===== src/rtl/hbs_pkg.sv =====
package hbs_pkg;

   typedef enum logic [1:0] {
      FC_OVERCURRENT = 2'b00,
      FC_SUPPLY_LOW  = 2'b01,
      FC_THERMAL     = 2'b10,
      FC_NORMAL      = 2'b11
   } fault_code_t;

   typedef enum logic {
      BLK_IDLE  = 1'b0,
      BLK_HOLD  = 1'b1
   } blank_state_t;

endpackage


===== src/rtl/hbs_oc_blank.sv =====
module hbs_oc_blank #(
   parameter int BLANK_CYCLES = 500,
   localparam int CNT_W = (BLANK_CYCLES > 1) ? $clog2(BLANK_CYCLES) : 1
) (
   input  logic             clk,
   input  logic             rst_n,
   input  logic             oc_flag,
   output logic             oc_hold,
   output logic             blanking,
   output logic [CNT_W-1:0] blank_cnt
);
   import hbs_pkg::*;

   localparam logic [CNT_W-1:0] LOAD_VAL = CNT_W'(BLANK_CYCLES - 1);

   blank_state_t state_q;
   logic         trip;

   initial begin : chk_blank_len
      assert (BLANK_CYCLES >= 2)
         else $fatal(1, "hbs_oc_blank: BLANK_CYCLES must be at least 2");
   end

   assign blanking = (state_q == BLK_HOLD);
   // a new window only arms when none is running; the flag is ignored inside
   assign trip     = oc_flag && !blanking;
   assign oc_hold  = trip || blanking;

   always_ff @(posedge clk or negedge rst_n) begin
      if (!rst_n) begin
         state_q   <= BLK_IDLE;
         blank_cnt <= '0;
      end else begin
         unique case (state_q)
            BLK_IDLE: begin
               if (trip) begin
                  state_q   <= BLK_HOLD;
                  blank_cnt <= LOAD_VAL;
               end
            end
            BLK_HOLD: begin
               if (blank_cnt == '0) begin
                  state_q <= BLK_IDLE;
               end else begin
                  blank_cnt <= blank_cnt - 1'b1;
               end
            end
            default: begin
               state_q   <= BLK_IDLE;
               blank_cnt <= '0;
            end
         endcase
      end
   end

endmodule


===== src/rtl/hbs_fault_encode.sv =====
module hbs_fault_encode (
   input  logic       clk,
   input  logic       rst_n,
   input  logic       oc_hold,
   input  logic       uv_flag,
   input  logic       ot_warn_flag,
   input  logic       ot_trip_flag,
   input  logic       shutdown_n,
   output logic [1:0] fault_code,
   output logic       low_power
);
   import hbs_pkg::*;

   fault_code_t code_d;

   always_comb begin
      if (oc_hold)                         code_d = FC_OVERCURRENT;
      else if (uv_flag)                    code_d = FC_SUPPLY_LOW;
      else if (ot_warn_flag || ot_trip_flag) code_d = FC_THERMAL;
      else                                 code_d = FC_NORMAL;
   end

   always_ff @(posedge clk or negedge rst_n) begin
      if (!rst_n) begin
         fault_code <= FC_NORMAL;
         low_power  <= 1'b0;
      end else begin
         fault_code <= code_d;
         low_power  <= !shutdown_n;
      end
   end

endmodule


===== src/rtl/hbs_leg_stage.sv =====
module hbs_leg_stage (
   input  logic clk,
   input  logic rst_n,
   input  logic drive_ok,
   input  logic leg_req,
   output logic hi_en,
   output logic lo_en
);

   always_ff @(posedge clk or negedge rst_n) begin
      if (!rst_n) begin
         hi_en <= 1'b0;
         lo_en <= 1'b0;
      end else begin
         hi_en <= drive_ok &&  leg_req;
         lo_en <= drive_ok && !leg_req;
      end
   end

endmodule


===== src/rtl/hbridge_supervisor.sv =====
module hbridge_supervisor #(
   parameter int NUM_LEGS     = 2,
   parameter int BLANK_CYCLES = 500
) (
   input  logic                clk,
   input  logic                rst_n,
   input  logic [NUM_LEGS-1:0] leg_in,
   input  logic                shutdown_n,
   input  logic                hiz_n,
   input  logic                oc_flag,
   input  logic                uv_flag,
   input  logic                ot_warn_flag,
   input  logic                ot_trip_flag,
   output logic [NUM_LEGS-1:0] hi_en,
   output logic [NUM_LEGS-1:0] lo_en,
   output logic [1:0]          fault_code,
   output logic                low_power
);
   localparam int CNT_W = (BLANK_CYCLES > 1) ? $clog2(BLANK_CYCLES) : 1;

   logic             oc_hold;
   logic             blanking;
   logic [CNT_W-1:0] blank_cnt;
   logic             drive_ok;

   initial begin : chk_legs
      assert (NUM_LEGS >= 1)
         else $fatal(1, "hbridge_supervisor: NUM_LEGS must be at least 1");
   end

   hbs_oc_blank #(.BLANK_CYCLES(BLANK_CYCLES)) u_blank (
      .clk       (clk),
      .rst_n     (rst_n),
      .oc_flag   (oc_flag),
      .oc_hold   (oc_hold),
      .blanking  (blanking),
      .blank_cnt (blank_cnt)
   );

   hbs_fault_encode u_code (
      .clk          (clk),
      .rst_n        (rst_n),
      .oc_hold      (oc_hold),
      .uv_flag      (uv_flag),
      .ot_warn_flag (ot_warn_flag),
      .ot_trip_flag (ot_trip_flag),
      .shutdown_n   (shutdown_n),
      .fault_code   (fault_code),
      .low_power    (low_power)
   );

   // thermal warning alone leaves drive untouched
   assign drive_ok = shutdown_n && hiz_n && !uv_flag && !ot_trip_flag && !oc_hold;

   for (genvar g = 0; g < NUM_LEGS; g++) begin : g_leg
      hbs_leg_stage u_leg (
         .clk      (clk),
         .rst_n    (rst_n),
         .drive_ok (drive_ok),
         .leg_req  (leg_in[g]),
         .hi_en    (hi_en[g]),
         .lo_en    (lo_en[g])
      );
   end

endmodule


===== config.mk =====
export PLATFORM = sky130hd
export DESIGN_NAME = hbridge_supervisor
export DESIGN_NICKNAME = d
export VERILOG_FILES = /design/src/rtl/hbs_pkg.sv /design/src/rtl/hbs_oc_blank.sv /design/src/rtl/hbs_fault_encode.sv /design/src/rtl/hbs_leg_stage.sv /design/src/rtl/hbridge_supervisor.sv
export SDC_FILE = /design/constraint.sdc
export NUM_CORES = 1
export LEC_CHECK = 0
export CORE_MARGIN = 4
export CORE_UTILIZATION = 44
export DETAILED_ROUTE_END_ITERATION = 16
export PLACE_DENSITY = 0.73
export SYNTH_ARGS = -nofsm -noshare
export SYNTH_HDL_FRONTEND = slang
export SYNTH_SLANG_ARGS = --single-unit

===== constraint.sdc =====
create_clock -name clk -period 1.54 [get_ports clk]
set_clock_uncertainty 0.1 [all_clocks]
set_input_delay 0.231 -clock clk [delete_from_list [all_inputs] [get_ports clk]]
set_output_delay 0.231 -clock clk [all_outputs]
set_load 0.02 [all_outputs]

==> results by group, run 1 <==
Timing
  – Headroom to the max-slew limit: 77.7%
  – Final min period: 1610 ps
  – Worst-Margin Slew: 331 ps
  – Slew Limit Fails: 0
  – Final period util: 104%
  – Hold Fails Final Rpt: 0
  – F_max: 623 MHz
  – Final setup fails: 2
  – Final WS setup: -66.3 ps
  – RSZ-0062 raised after global routing: true

Pwr
  – Total power of the final layout: 1600 µW
  – Power density cells: 1390 mW/mm²
  – Maximum vdd drop: 0.000675 V
  – Static leakage: 0.000534 µW

Synthesis
  – Number of synthesized register bits: 17
  – Synth area leader: dfrtp_1
  – Seq/Total Area, Yosys: 52.1%
  – Synth warn: 0
  – Post-synth net total: 90
  – Async SR Flop Fraction: 100%
  – Largest cells by area after synthesis: dfrtp_1 (46%), dfstp_2 (6.4%), nor2_1 (6.4%), buf_4 (4.6%), a21oi_1 (2.4%)
  – Post-Syn Instances: 79
  – Synthesized cell area: 822 µm²
  – Number of flops mapped to enable cells by yosys: 0
  – Avg Cell Area, Syn: 10.4 µm²
  – Share of the synthesized area in the top cell type: 45.7%
  – Count of cell types in the netlist: 32
  – Dominant synthesized flop cell: dfrtp_1

Critical path
  – R2R setup slack: -70 ps
  – Element type at the critical path end: flop
  – Worst r2r src: u_blank.blank_cnt[0]
  – CP startpoint kind: flop
  – Required time worst endpoint: 1630 ps
  – Reg2Reg Depth: 6
  – Critical path class: reg2reg
  – RR Endpoint: u_blank.blank_cnt[3]
  – Worst EP arrival: 1700 ps
  – Crit path max fanout: 4

CTS
  – Num CTS Buffers: 3
  – Later-pin clock latency in the skew report: 290 ps
  – Deepest clock path buffer count: 2
  – Root buffer cell: clkbuf_4
  – CTS Hold Bufs: 0
  – H-tree Lvls: 1
  – CTS Sinks: 17
  – TritonCTS clock tree: built
  – Clock Pin Slew Worst Setup and Hold Paths: 100 ps

GRT
  – Wire length of the first global-routing pass: 3.13 mm
  – Total gr overflow: 0
  – Largest net degree at the start of global routing: 18
  – GR Util All Layers: 16.4%
  – Initial antenna violation count: 0
  – Vias in the first global route: 692

Final layout
  – Share of layout cells above drive strength 1: 29.4%
  – Final core utilization: 65.7%
  – Area delta synth->final: 39.6%
  – Final layout net count: 121
  – ANT cells: 0

Floorplanning
  – Core box area: 0.00175 mm²
  – Die Area: 0.00262 mm²
  – Initial Util: 47.1%
  – Die X: 51.2 µm
  – Die H: 51.2 µm
  – Row cnt: 15
  – IO Count: 17

Run status
  – Outcome: complete, but fails checks
  – Failing checks: negative setup slack

Place
  – Routability Congestion: 0.853
  – I/O Buffers: 16
  – Post-DP HPWL: 1.32 mm

Drt
  – Iter 0 DRT Violations: 16
  – # DRC: 0
  – Final ANT Viol Nets: 0
  – Vias/cell: 5.16
  – Avg WL per Cell: 13.9 µm
  – Drt total wl: 1.87 mm
  – Pre-antenna DRT Iters: 4
  – Vias: 691

Worst hold path
  – Worst hold path type: in2async

Job
  – Max cap viols: 0
-- metal layers --
metal	GRT usage, %	vias to the layer above	share of wire [%]
li1	-	336	-
met3	3.50	9	3.6
met5	0	-	0
met4	6.99	0	3.3
met2	29.6	22	54
met1	18.5	324	39
-- sequential cells by signal, summed over array words and instances (netlist names) --
name               flops
u_code.fault_code      2
u_blank.blanking       1
g_leg.u_leg.hi_en      2
u_blank.blank_cnt      9
u_code.low_power       1
g_leg.u_leg.lo_en      2
-- Yosys cell counts, types with 2 or more instances --
| library cell | instances |
|---|---|
| nor2b_1 | 2 |
| a21oi_1 | 4 |
| dfstp_2 | 2 |
| inv_1 | 4 |
| buf_4 | 5 |
| o21ai_0 | 3 |
| dfrtp_1 | 15 |
| and2_1 | 2 |
| nor2_1 | 14 |
| nand2_1 | 5 |
| nand3b_1 | 2 |
-- what timing repair did --
action / in CTS / in global routing
pin swaps: 0 / 3
setup buffers: 0 / 1
resized for setup: 11 / 5
cloned: 0 / 0
endpoints found under the setup margin: 10 / 12
-- power by group --
part	total, µW	internal (µW)	switching, µW
Clock	242	96.8	146
Combinational	651	346	305
Sequential	707	561	146
Total	1600	1000	596
-- placed cells by master, fill, tap and decap left out, drive strengths merged, types with 2 or more instances in the layout --
master	instances
nand2	6
dfrtp	15
nand3b	2
and2	2
inv	4
o21ai	4
dlygate4sd2	7
dfstp	2
a21oi	4
nor2b	2
nor3b	3
buf	15
clkdlybuf4s50	9
nor2	14
nor3	2
clkbuf	3
-- metrics by stage --
step	setup slack, ps	cells	hold slack, ps	instance area (µm²)	TNS (ps)
2_1_floorplan	19.2	79	-165	822	0
3_3_place_gp	-106	129	417	1080	-253
3_5_place_dp	-149	129	418	1080	-577
4_1_cts	-12.4	133	145	1120	-12.4
5_1_grt	-160	134	140	1150	-662
6_report	-66.3	134	137	1150	-88.3
-- worst max path at each step --
stage,cells after the start,slack (ps),end,startpoint
after floorplan,5,20,u_blank.blank_cnt[4],u_blank.blank_cnt[0]
after global placement,4,-110,g_leg[1].u_leg.hi_en,oc_flag
after detailed placement,4,-150,g_leg[1].u_leg.hi_en,oc_flag
after CTS,6,-10,u_blank.blank_cnt[5],u_blank.blank_cnt[0]
after global routing,6,-160,u_blank.blank_cnt[5],u_blank.blank_cnt[0]
final,6,-70,u_blank.blank_cnt[3],u_blank.blank_cnt[0]
-- critical path, cell delays in order (launching register included) --
cell	delay, ps
dfrtp_1	390
inv_1	60
ha_2	180
nor3b_4	280
buf_4	180
a31oi_4	80
a32o_1	230
-- cells by family after synthesis --
family | after synthesis | share of synthesized area (%)
buffers and inverters | 9 | 6.39
flip-flops | 17 | 52.1
AND/OR/NAND/NOR | 36 | 27.1
multiplexers | 1 | 1.22
AO/OA/AOI/OAI | 15 | 11.7
adder cells (fa/ha/maj) | 1 | 1.52
-- cell type report --
type	count	area (µm²)
clock inverter	1	5.00
tap	25	31.3
clock buffer	3	22.5
fill	139	598
sequential	17	428
inverter	4	15.0
timing repair buffer	31	264
multi-input combinational	53	382
No activity file was read; power rests on OpenSTA's default activity.
==> run 2, diff against run 1 <==
- ABC_CLOCK_PERIOD_IN_PS: unset -> 1540
- CAP_MARGIN: unset -> 10
==> results of run 2 <==
The final DEF is identical to that of run 1; final timing and power are the same.
